<file path="src/rtl/ptlb_pkg.sv">
package ptlb_pkg;

    localparam int REG_W      = 32;
    localparam int ASID_W     = 8;
    localparam int PMASK_W    = 12;
    localparam int PAGE_SHIFT = 12;
    localparam int VPN2_LSB   = PAGE_SHIFT + 1;
    localparam int VPN2_W     = REG_W - VPN2_LSB;
    localparam int PFN_LSB    = 6;
    localparam int PFN_W      = 24;
    localparam int CATTR_W    = 3;
    localparam int PA_W       = PFN_W + PAGE_SHIFT;
    localparam int SEL_W      = PMASK_W + 1;

    typedef enum logic [1:0] {
        OP_PROBE     = 2'd0,
        OP_READ      = 2'd1,
        OP_WRITE_IDX = 2'd2,
        OP_WRITE_RND = 2'd3
    } tlb_op_e;

    typedef enum logic {
        ST_IDLE = 1'b0,
        ST_RESP = 1'b1
    } ctrl_state_e;

    typedef struct packed {
        logic [PFN_W-1:0]   pfn;
        logic [CATTR_W-1:0] cattr;
        logic               dirty;
        logic               valid;
    } tlb_half_t;

    typedef struct packed {
        logic [VPN2_W-1:0]  vpn2;
        logic [ASID_W-1:0]  asid;
        logic [PMASK_W-1:0] pmask;
        logic               glob;
        tlb_half_t          even;
        tlb_half_t          odd;
    } tlb_entry_t;

    function automatic tlb_half_t unpack_lo(input logic [REG_W-1:0] lo);
        tlb_half_t h;
        h.valid = lo[1];
        h.dirty = lo[2];
        h.cattr = lo[5:3];
        h.pfn   = lo[PFN_LSB +: PFN_W];
        return h;
    endfunction

    function automatic logic [REG_W-1:0] pack_lo(input tlb_half_t h, input logic g);
        logic [REG_W-1:0] r;
        r                     = '0;
        r[PFN_LSB +: PFN_W]   = h.pfn;
        r[5:3]                = h.cattr;
        r[2]                  = h.dirty;
        r[1]                  = h.valid;
        r[0]                  = g;
        return r;
    endfunction

    function automatic tlb_entry_t build_entry(
        input logic [REG_W-1:0] hi,
        input logic [REG_W-1:0] lo0,
        input logic [REG_W-1:0] lo1,
        input logic [REG_W-1:0] pmask_word
    );
        tlb_entry_t e;
        e.vpn2  = hi[REG_W-1:VPN2_LSB];
        e.asid  = hi[ASID_W-1:0];
        e.pmask = pmask_word[VPN2_LSB +: PMASK_W];
        e.glob  = lo0[0] & lo1[0];
        e.even  = unpack_lo(lo0);
        e.odd   = unpack_lo(lo1);
        return e;
    endfunction

    function automatic logic [VPN2_W-1:0] wide_mask(input logic [PMASK_W-1:0] m);
        return {{(VPN2_W-PMASK_W){1'b0}}, m};
    endfunction

endpackage

</file>
<file path="src/rtl/ptlb_store.sv">
module ptlb_store
    import ptlb_pkg::*;
#(
    parameter  int NUM_ENTRIES = 16,
    localparam int IDX_W       = $clog2(NUM_ENTRIES)
) (
    input  logic                         clk,
    input  logic                         rst_n,
    input  logic                         wr_en,
    input  logic [IDX_W-1:0]             wr_idx,
    input  tlb_entry_t                   wr_entry,
    output tlb_entry_t [NUM_ENTRIES-1:0] entries
);

    always_ff @(posedge clk or negedge rst_n) begin
        if (!rst_n) begin
            entries <= '0;
        end else begin
            for (int i = 0; i < NUM_ENTRIES; i++) begin
                if (wr_en && (wr_idx == IDX_W'(i))) begin
                    entries[i] <= wr_entry;
                end
            end
        end
    end

endmodule

</file>
<file path="src/rtl/ptlb_cam.sv">
module ptlb_cam
    import ptlb_pkg::*;
#(
    parameter  int NUM_ENTRIES = 16,
    localparam int IDX_W       = $clog2(NUM_ENTRIES)
) (
    input  tlb_entry_t [NUM_ENTRIES-1:0] entries,
    input  logic [VPN2_W-1:0]            vpn2,
    input  logic [ASID_W-1:0]            asid,
    output logic                         hit,
    output logic [IDX_W-1:0]             hit_idx
);

    logic [NUM_ENTRIES-1:0] match;

    generate
        for (genvar g = 0; g < NUM_ENTRIES; g++) begin : g_cmp
            logic id_ok;
            logic tag_ok;
            assign id_ok  = entries[g].glob || (entries[g].asid == asid);
            assign tag_ok = ((entries[g].vpn2 ^ vpn2) & ~wide_mask(entries[g].pmask)) == '0;
            assign match[g] = id_ok && tag_ok;
        end
    endgenerate

    // lowest-numbered matching slot wins
    always_comb begin
        hit_idx = '0;
        for (int i = NUM_ENTRIES - 1; i >= 0; i--) begin
            if (match[i]) begin
                hit_idx = IDX_W'(i);
            end
        end
    end

    assign hit = |match;

endmodule

</file>
<file path="src/rtl/ptlb_ctrl.sv">
module ptlb_ctrl
    import ptlb_pkg::*;
#(
    parameter  int NUM_ENTRIES = 16,
    localparam int IDX_W       = $clog2(NUM_ENTRIES)
) (
    input  logic              clk,
    input  logic              rst_n,
    input  logic              cmd_valid,
    input  tlb_op_e           cmd_op,
    input  logic [ASID_W-1:0] cur_asid,
    input  logic [REG_W-1:0]  idx_in,
    input  logic [IDX_W-1:0]  rand_in,
    input  logic              probe_hit,
    input  logic [IDX_W-1:0]  probe_idx,
    input  tlb_entry_t        rd_entry,
    output logic [IDX_W-1:0]  rd_idx,
    output logic              wr_en,
    output logic [IDX_W-1:0]  wr_idx,
    output logic              done,
    output logic [REG_W-1:0]  hi_out,
    output logic [REG_W-1:0]  lo0_out,
    output logic [REG_W-1:0]  lo1_out,
    output logic [REG_W-1:0]  mask_out,
    output logic [REG_W-1:0]  idx_out,
    output logic              asid_flush
);

    localparam int HI_GAP   = VPN2_LSB - ASID_W;
    localparam int MASK_TOP = REG_W - VPN2_LSB - PMASK_W;

    ctrl_state_e state_q, state_d;

    // state register
    always_ff @(posedge clk or negedge rst_n) begin
        if (!rst_n) begin
            state_q <= ST_IDLE;
        end else begin
            state_q <= state_d;
        end
    end

    // next state
    always_comb begin
        state_d = state_q;
        unique case (state_q)
            ST_IDLE: state_d = cmd_valid ? ST_RESP : ST_IDLE;
            ST_RESP: state_d = cmd_valid ? ST_RESP : ST_IDLE;
            default: state_d = ST_IDLE;
        endcase
    end

    // outputs decoded from state and command
    always_comb begin
        done   = (state_q == ST_RESP);
        rd_idx = idx_in[IDX_W-1:0];
        wr_en  = cmd_valid && ((cmd_op == OP_WRITE_IDX) || (cmd_op == OP_WRITE_RND));
        wr_idx = (cmd_op == OP_WRITE_RND) ? rand_in : idx_in[IDX_W-1:0];
    end

    // result registers
    always_ff @(posedge clk or negedge rst_n) begin
        if (!rst_n) begin
            hi_out     <= '0;
            lo0_out    <= '0;
            lo1_out    <= '0;
            mask_out   <= '0;
            idx_out    <= '0;
            asid_flush <= 1'b0;
        end else begin
            asid_flush <= 1'b0;
            if (cmd_valid) begin
                unique case (cmd_op)
                    OP_PROBE: begin
                        if (probe_hit) begin
                            idx_out <= REG_W'(probe_idx);
                        end else begin
                            idx_out <= idx_in | {1'b1, {(REG_W-1){1'b0}}};
                        end
                    end
                    OP_READ: begin
                        hi_out     <= {rd_entry.vpn2, {HI_GAP{1'b0}}, rd_entry.asid};
                        mask_out   <= {{MASK_TOP{1'b0}}, rd_entry.pmask, {VPN2_LSB{1'b0}}};
                        lo0_out    <= pack_lo(rd_entry.even, rd_entry.glob);
                        lo1_out    <= pack_lo(rd_entry.odd, rd_entry.glob);
                        asid_flush <= (rd_entry.asid != cur_asid);
                    end
                    default: begin
                    end
                endcase
            end
        end
    end

endmodule

</file>
<file path="src/rtl/ptlb_top.sv">
module ptlb_top
    import ptlb_pkg::*;
#(
    parameter  int NUM_ENTRIES = 16,
    localparam int IDX_W       = $clog2(NUM_ENTRIES)
) (
    input  logic                 clk,
    input  logic                 rst_n,
    input  logic                 cmd_valid,
    input  logic [1:0]           cmd_op,
    input  logic [REG_W-1:0]     hi_in,
    input  logic [REG_W-1:0]     lo0_in,
    input  logic [REG_W-1:0]     lo1_in,
    input  logic [REG_W-1:0]     mask_in,
    input  logic [REG_W-1:0]     idx_in,
    input  logic [IDX_W-1:0]     rand_in,
    output logic                 done,
    output logic [REG_W-1:0]     hi_out,
    output logic [REG_W-1:0]     lo0_out,
    output logic [REG_W-1:0]     lo1_out,
    output logic [REG_W-1:0]     mask_out,
    output logic [REG_W-1:0]     idx_out,
    output logic                 asid_flush,
    input  logic [REG_W-1:0]     lk_va,
    input  logic [ASID_W-1:0]    lk_asid,
    output logic                 lk_hit,
    output logic                 lk_valid,
    output logic                 lk_dirty,
    output logic [CATTR_W-1:0]   lk_cattr,
    output logic [PA_W-1:0]      lk_pa
);

    tlb_entry_t [NUM_ENTRIES-1:0] entries;
    tlb_entry_t                   wr_entry;
    tlb_entry_t                   rd_entry;
    tlb_entry_t                   lk_entry;
    logic                         wr_en;
    logic [IDX_W-1:0]             wr_idx;
    logic [IDX_W-1:0]             rd_idx;
    logic                         probe_hit;
    logic [IDX_W-1:0]             probe_idx;
    logic                         lk_match;
    logic [IDX_W-1:0]             lk_idx;
    tlb_op_e                      op;

    assign op       = tlb_op_e'(cmd_op);
    assign wr_entry = build_entry(hi_in, lo0_in, lo1_in, mask_in);
    assign rd_entry = entries[rd_idx];
    assign lk_entry = entries[lk_idx];

    ptlb_store #(.NUM_ENTRIES(NUM_ENTRIES)) u_store (
        .clk      (clk),
        .rst_n    (rst_n),
        .wr_en    (wr_en),
        .wr_idx   (wr_idx),
        .wr_entry (wr_entry),
        .entries  (entries)
    );

    ptlb_cam #(.NUM_ENTRIES(NUM_ENTRIES)) u_probe_cam (
        .entries (entries),
        .vpn2    (hi_in[REG_W-1:VPN2_LSB]),
        .asid    (hi_in[ASID_W-1:0]),
        .hit     (probe_hit),
        .hit_idx (probe_idx)
    );

    ptlb_cam #(.NUM_ENTRIES(NUM_ENTRIES)) u_lookup_cam (
        .entries (entries),
        .vpn2    (lk_va[REG_W-1:VPN2_LSB]),
        .asid    (lk_asid),
        .hit     (lk_match),
        .hit_idx (lk_idx)
    );

    ptlb_ctrl #(.NUM_ENTRIES(NUM_ENTRIES)) u_ctrl (
        .clk        (clk),
        .rst_n      (rst_n),
        .cmd_valid  (cmd_valid),
        .cmd_op     (op),
        .cur_asid   (hi_in[ASID_W-1:0]),
        .idx_in     (idx_in),
        .rand_in    (rand_in),
        .probe_hit  (probe_hit),
        .probe_idx  (probe_idx),
        .rd_entry   (rd_entry),
        .rd_idx     (rd_idx),
        .wr_en      (wr_en),
        .wr_idx     (wr_idx),
        .done       (done),
        .hi_out     (hi_out),
        .lo0_out    (lo0_out),
        .lo1_out    (lo1_out),
        .mask_out   (mask_out),
        .idx_out    (idx_out),
        .asid_flush (asid_flush)
    );

    // half select and physical address formation for the lookup port
    logic [SEL_W-1:0] sel_bit;
    logic             odd_sel;
    tlb_half_t        half;
    logic [PA_W-1:0]  off_mask;
    logic [PA_W-1:0]  frame_base;

    always_comb begin
        sel_bit    = {1'b0, lk_entry.pmask} + SEL_W'(1);
        odd_sel    = |(lk_va[PAGE_SHIFT +: SEL_W] & sel_bit);
        half       = odd_sel ? lk_entry.odd : lk_entry.even;
        off_mask   = PA_W'({lk_entry.pmask, {PAGE_SHIFT{1'b1}}});
        frame_base = {half.pfn, {PAGE_SHIFT{1'b0}}};
        lk_hit     = lk_match;
        lk_valid   = lk_match & half.valid;
        lk_dirty   = lk_match & half.dirty;
        lk_cattr   = lk_match ? half.cattr : '0;
        lk_pa      = lk_match ? ((frame_base & ~off_mask) | (PA_W'(lk_va) & off_mask)) : '0;
    end

endmodule

</file>
<file path="config.mk">
export PLATFORM = sky130hd
export DESIGN_NAME = ptlb_top
export DESIGN_NICKNAME = d
export VERILOG_FILES = /design/src/rtl/ptlb_pkg.sv /design/src/rtl/ptlb_store.sv /design/src/rtl/ptlb_cam.sv /design/src/rtl/ptlb_ctrl.sv /design/src/rtl/ptlb_top.sv
export SDC_FILE = /design/constraint.sdc
export NUM_CORES = 2
export LEC_CHECK = 0
export BUFFER_PORTS_ARGS = -buffer_cell sky130_fd_sc_hd__buf_2
export CAP_MARGIN = 20
export CORE_UTILIZATION = 57
export CTS_CLUSTER_DIAMETER = 100
export DETAILED_ROUTE_END_ITERATION = 6
export PLACE_DENSITY = 0.78
export SYNTH_ARGS = -nofsm -noshare
export SYNTH_HDL_FRONTEND = slang
export SYNTH_HIERARCHICAL = 1
export SYNTH_SLANG_ARGS = --single-unit
</file>
<file path="constraint.sdc">
create_clock -name clk -period 7.9 [get_ports clk]
set_input_delay 1.58 -clock clk [delete_from_list [all_inputs] [get_ports clk]]
set_output_delay 1.58 -clock clk [all_outputs]
set_load 0.02 [all_outputs]
</file>
# [Yosys cells after proc, flatten, opt, wreduce, memory -nomap -nowiden]
# Cells that the tools add are included.
[word_totals] regBits=1701 in_bits=209 out_inout_bits=204 wordCells=506
[op_classes] n_addsub=1 order_cmp=2 n_eq_ne=51 n_mux=44 bitwise_logic=88 reduce_logical=121
[ops] cell="binary-select mux 98 bit (select 4 bit)" count=2
[ops] cell="bitwise AND 19 bit" count=32
[ops] cell="logical NOT 19 bit" count=32
[ops] cell="XOR 19 bit" count=32
[ops] cell="NOT 12 -> 19 bit" count=16
[ops] cell="equality test 8 bit" count=32
[ops] cell="2-to-1 mux 4 bit" count=33
[ops] cell="2-to-1 mux 98 bit" count=1
[ops] cell="2-to-1 mux 71 bit" count=1
[ops] cell="logical AND 1 bit" count=49
[ops] cell="bitwise AND 36 bit" count=1
[ops] cell="2-to-1 mux 36 bit" count=1
[ops] cell="NOT 24 -> 36 bit" count=1
[ops] cell="bitwise OR 36 x 32 -> 36 bit" count=1
[ops] cell="logical OR 1 bit" count=33
[ops] cell="bitwise AND 32 x 24 -> 32 bit" count=1
[ops] cell="equality test 4 bit, second input constant" count=8
[ops] cell="2-to-1 mux 32 bit" count=1
[ops] cell="OR reduction 16 bit" count=2
[ops] cell="2-to-1 mux 29 bit" count=1
[ops] cell="equality test 4 x 3 -> 1 bit, second input constant" count=4
[ops] cell="adder 12 x 1 -> 13 bit, second input constant" count=1
[ops] cell="bitwise AND 13 bit" count=1
[ops] cell="OR reduction 13 bit" count=1
[ops] cell="12 further kinds" count=20

# [Depth between registers and ports, before layout]
[logic_depth] depth_word=29 mapped_depth=28 ltp_nobuf=22

# [Modules after synthesis]
# The synthesis kept the hierarchy.
[modules_own_cells] module="ptlb_store" instances=1 cells_each=3426 area_per_inst_um2=58215.8 seq_area_each_um2=39237.6
[modules_own_cells] module="ptlb_top" instances=1 cells_each=1243 area_per_inst_um2=21062.7 seq_area_each_um2=0.0
[modules_own_cells] module="ptlb_cam" instances=2 cells_each=743 area_per_inst_um2=5788.1 seq_area_each_um2=0.0
[modules_own_cells] module="ptlb_ctrl" instances=1 cells_each=400 area_per_inst_um2=5486.5 seq_area_each_um2=3303.2

# [Worst setup path after synthesis]
# Ideal clock, no wire load.
[synth_timing] path_type="input-to-output" startpoint="in lk_va[27]" endpoint="out lk_pa[13]" arrival_ns=6.100 t_required_ns=6.320 path_slack_ns=0.220 path_stages=27 n_path_buf=6 path_cell_list="buf_2 -> buf_6 -> xor2_1 -> nor4_1 -> nand4_1 -> nor4_1 -> nand2_1 -> nand3_1 -> nand4_1 -> o21ai_1 -> buf_6 -> buf_12 -> mux4_1 -> nand2_1 -> and4_1 -> inv_1 -> ha_1 -> nand2b_1 -> o22ai_1 -> and4_1 -> nand2_1 -> xnor2_1 -> a2111oi_4 -> buf_6 -> buf_6 -> a21boi_0 -> o221a_1"
[synth_via] elab_chain_len=29 word_cells_on_any_way=92 cone_classes="add/sub (1); mux (20); bitwise (37); reduce/logical (34)"
[synth_rtl] element="start, declared" line_no="ptlb_top.sv:24" text="input logic [REG_W-1:0] lk_va,"
[synth_rtl] element="XOR 19 bit" line_no="ptlb_cam.sv:21" text="assign tag_ok = ((entries[g].vpn2 ^ vpn2) & ~wide_mask(entries[g].pmask)) == '0;"
[synth_rtl] element="bitwise AND 19 bit" line_no="ptlb_cam.sv:21"
[synth_rtl] element="logical NOT 19 bit" line_no="ptlb_cam.sv:21"
[synth_rtl] element="logical AND 1 bit" line_no="ptlb_cam.sv:22" text="assign match[g] = id_ok && tag_ok;"
[synth_rtl] element="2-to-1 mux 4 bit (15 in a row)" line_no="ptlb_cam.sv:30" text="if (match[i]) begin"
[synth_rtl] element="2-to-1 mux 4 bit (*)" line_no="ptlb_cam.sv:30"
[synth_rtl] element="net lk_idx[0]" line_no="ptlb_top.sv:43" text="logic [IDX_W-1:0] lk_idx;"
[synth_rtl] element="binary-select mux 98 bit (select 4 bit) (*)" line_no="ptlb_top.sv:49" text="assign lk_entry = entries[lk_idx];"
[synth_rtl] element="2-to-1 mux 71 bit (not written as such) (*)" line_no="ptlb_top.sv:49"
[synth_rtl] element="adder 12 x 1 -> 13 bit" line_no="ptlb_top.sv:107" text="sel_bit = {1'b0, lk_entry.pmask} + SEL_W'(1);"
[synth_rtl] element="bitwise AND 13 bit" line_no="ptlb_top.sv:108" text="odd_sel = |(lk_va[PAGE_SHIFT +: SEL_W] & sel_bit);"
[synth_rtl] element="OR reduction 13 bit" line_no="ptlb_top.sv:108"
[synth_rtl] element="2-to-1 mux 29 bit" line_no="ptlb_top.sv:109" text="half = odd_sel ? lk_entry.odd : lk_entry.even;"
[synth_rtl] element="bitwise AND 36 bit" line_no="ptlb_top.sv:116" text="lk_pa = lk_match ? ((frame_base & ~off_mask) | (PA_W'(lk_va) & off_mask)) : '0;"
[synth_rtl] element="bitwise OR 36 x 32 -> 36 bit (*)" line_no="ptlb_top.sv:116"
[synth_rtl] element="2-to-1 mux 36 bit (*)" line_no="ptlb_top.sv:116"
[synth_rtl] element="end, declared" line_no="ptlb_top.sv:30" text="output logic [PA_W-1:0] lk_pa"
# The timed path passes the listed nets; every way through them passes the cells marked *. The select of a mux whose other input is x is not followed.

# [Worst setup path in the final report]
[layout_timing] startpoint="in lk_va[14]" endpoint="out lk_pa[24]"
[layout_via] elab_chain_len=29 word_cells_on_any_way=90 cone_classes="add/sub (1); mux (20); bitwise (35); reduce/logical (34)"
[layout_rtl] element="XOR 19 bit" line_no="ptlb_cam.sv:21"
[layout_rtl] element="bitwise AND 19 bit" line_no="ptlb_cam.sv:21"
[layout_rtl] element="logical NOT 19 bit" line_no="ptlb_cam.sv:21"
[layout_rtl] element="logical AND 1 bit" line_no="ptlb_cam.sv:22"
[layout_rtl] element="2-to-1 mux 4 bit (15 in a row)" line_no="ptlb_cam.sv:30"
[layout_rtl] element="2-to-1 mux 4 bit (*)" line_no="ptlb_cam.sv:30"
[layout_rtl] element="net lk_idx[3]" line_no="ptlb_top.sv:43"
[layout_rtl] element="binary-select mux 98 bit (select 4 bit) (*)" line_no="ptlb_top.sv:49"
[layout_rtl] element="2-to-1 mux 71 bit (not written as such) (*)" line_no="ptlb_top.sv:49"
[layout_rtl] element="adder 12 x 1 -> 13 bit" line_no="ptlb_top.sv:107"
[layout_rtl] element="bitwise AND 13 bit" line_no="ptlb_top.sv:108"
[layout_rtl] element="OR reduction 13 bit" line_no="ptlb_top.sv:108"
[layout_rtl] element="2-to-1 mux 29 bit (*)" line_no="ptlb_top.sv:109"
[layout_rtl] element="bitwise AND 36 bit (*)" line_no="ptlb_top.sv:116"
[layout_rtl] element="bitwise OR 36 x 32 -> 36 bit (*)" line_no="ptlb_top.sv:116"
[layout_rtl] element="2-to-1 mux 36 bit (*)" line_no="ptlb_top.sv:116"
# Marked as above.

==> impl_metrics.ini <==
[detailed_routing]
viasPerCell = 6.96
wire_per_inst_um = 34.0
drt-initial-drc-count = 7211
drtAntennaViolNets = 0
vias = 64600
routed_wirelength_um = 316000
firstDrtPassIters = 6
drc = 0

[floorplan]
initial_core_util_pct = 57.5
die-area_sq_um = 171000
io_pins = 413
row_count = 150
core_sq_um = 167000
die_x_um = 413
fp.dieH_um = 413

[sta]
setup_tns_ns = -25.55
finClkSkew_ns = 0.0596
worst_slack_ns = -0.940
slew_headroom_pct = 27.6
setup_viol = 29
max_freq_ghz = 0.113
rsz0062_at_grt = true
period_share_pct = 112
drv_slew = 0
worst_pin_slew_ns = 1.09
hold_violations = 0
timing.final.crit_period_ns = 8.84

[global_route]
grt_pass1_wl_um = 462000
antenna_found_initial = 55
grt_overflow = 0
grt_usage_pct = 37.3
grt_max_degree = 184
grt_pass1_vias = 66000

[setup_path]
start_kind = primary input
critPathArrivalTime_ns = 7.26
crit_buf_inv = 14
rr_worst_depth = 10
end_kind = primary output
regToRegStartpoint = u_store/entries[74]$_DFFE_PN0P_
critPathRequiredTime_ns = 6.32
cpLargestDelayFamily = buffers and inverters
crit_slowest_cell = o22ai_1
r2r_slack_ns = 3.54
r2r_end = u_ctrl/idx_out[12]$_DFFE_PN0P_
path_class = in -> out
cp_max_fo = 6
cpMostUsedCell = buf_4
slowest_delay_ns = 0.37

[logic_synthesis]
yosysMostFrequentCell = dfrtp_1
synth_top_area_cell = dfrtp_1
ys_ff_latch = 1700
synth_commonest_cells = dfrtp_1, mux2_2, mux4_2
synth_edf_count = 0
yosysSeqAreaShare_pct = 44.2
yosysWarnings = 6
netlist_area_sq_um = 96300
yosysTopAreaCellShare_pct = 44.2
ys.flop_type = dfrtp_1
avgSynthCellArea_sq_um = 14.7
synth_area_leaders = dfrtp_1, mux4_2, mux2_2, xnor2_1, xor2_1
synthArstFlopShare_pct = 100
syn_inst = 6555
synth.distinct_cells = 66

[power_and_ir_drop]
leakage_nw = 46.2
comb_power_share_pct = 28.6
p_clk_share_pct = 28.8
p_sw_mw = 10.1
p_int_mw = 21.1
seq_power_share_pct = 42.6
power_mw = 31.2
switching_share_pct = 32.4
p_per_area_nw_per_um2 = 285
ir_drop_uv = 247

[place]
place.gp.congestion = 1.11
preCtsSetupSlack_ns = -1.38
hpwl_um = 204000
numPortBuffers = 353

[clocking]
clk_pin_slew_ns = 0.06
cts-root-buf = clkbuf_16
cts_sinks = 1700
cts_hold_buf = 0
clk_path_buf_depth = 3
h-tree-depth = 4
cts_tree = yes
cts_made_buffers = 180
clock_latency_ns = 0.85

[status]
status = complete, but fails checks
violations = negative setup slack

[hold_path]
hp-class = reg -> reg
hold_start = u_ctrl/idx_out[14]$_DFFE_PN0P_
worstHoldEndpoint = u_ctrl/idx_out[14]$_DFFE_PN0P_
worst_hold_path.num_cells = 2

[flow_run]
cap_viol_max_count = 0

[finish]
final_util_pct = 65.3
layout-drive-gt1-share_pct = 52.0
area_growth_syn_to_layout_pct = 13.6
nets = 7133
-- tightest hold or removal path: cells and delay by family, from the launching register on --
kind / cells / cell delay [ns]
DFF: 1 / 0.34
AOI/OAI and AO/OA: 1 / 0.07
and+or+nand+nor: 1 / 0.04
-- power by group through the flow --
stage,clock network [mW],logic (mW),registers (mW)
detailed placement,0,8.40,13.4
floorplan,0,5.63,12.8
finish,8.98,8.93,13.3
global route,9.42,9.28,13.6
CTS,9.07,8.65,13.2
global placement,0,8.16,13.2
-- worst max path at each step --
stage               startpoint         to  slack [ns]  cells after the start
CTS                  lk_va[31]  lk_pa[21]       -0.66                     31
global placement     lk_va[28]  lk_pa[21]       -1.37                     27
finish               lk_va[14]  lk_pa[24]       -0.94                     33
global route         lk_va[28]  lk_pa[34]       -1.01                     29
detailed placement   lk_va[28]  lk_pa[21]       -1.38                     27
floorplan            lk_va[27]  lk_pa[13]        0.22                     27
-- final cells by class --
class                   instances  area, sq um
clock buffers                 264         5370
flip-flops and latches       1700        42500
multi-input cells            4241        51400
diodes                         11         27.5
inverters                       8         35.0
repair buffers                792         6330
clock inverters                69          965
well taps                    2204         2760
fillers                     12000        58000
-- registers in the layout, summed over array words and instances (netlist names) --
name and cells:
u_ctrl/done 1, u_store/entries 1568, u_ctrl/mask_out 12, u_ctrl/lo1_out 30, u_ctrl/idx_out 32, u_ctrl/hi_out 27
u_ctrl/asid_flush 1, u_ctrl/lo0_out 29
-- cell families (layout without fill, tap and decap cells) --
kind of cell             Yosys count  after routing  synth area share (%)
AO/OA/AOI/OAI                    361            361                  2.44
XOR/XNOR                         878            878                  8.00
adder cells (fa/ha/maj)            1              1                0.0130
buffers and inverters            642           1133                  3.56
flip-flops                      1700           1700                  44.2
multiplexers                    2515           2515                  39.1
other                              1             40               0.00389
AND/OR/NAND/NOR                  457            457                  2.68
-- layout by cell type, fill, tap and decap left out, types with 53 or more instances in the layout --
| cell type | instances |
|---|---|
| mux4_2 | 824 |
| mux2_1 | 66 |
| o22ai_1 | 190 |
| buf_12 | 53 |
| clkbuf_16 | 187 |
| nand4_1 | 60 |
| mux2_2 | 1597 |
| xor2_1 | 303 |
| dfrtp_1 | 1700 |
| buf_4 | 353 |
| buf_6 | 67 |
| nand2_1 | 95 |
| buf_2 | 301 |
| xnor2_1 | 561 |
| nor4_1 | 95 |
-- what timing repair did --
| action | in CTS | in global routing |
|---|---|---|
| buffers inserted | 29 | 15 |
| cloned | 5 | 6 |
| pin swaps | 66 | 51 |
| endpoints found under the setup margin | 29 | 29 |
| resized for setup | 217 | 96 |
-- layer usage --
layer	routed length (um)	global-route usage [%]
met1	117000	49.9
met3	31600	8.39
met4	23300	23.1
met5	347	0
met2	143000	55.5
-- stage by stage --
stage | std cells | cell area (sq um) | hold WS (ns)
after floorplan | 6583 | 96400 | 0.492
after global placement | 8896 | 101000 | 0.458
after detailed placement | 8897 | 101000 | 0.468
after CTS | 9261 | 109000 | 0.482
after global routing | 9287 | 109000 | 0.503
final | 9289 | 109000 | 0.484
(Power assumes the default switching activity.)
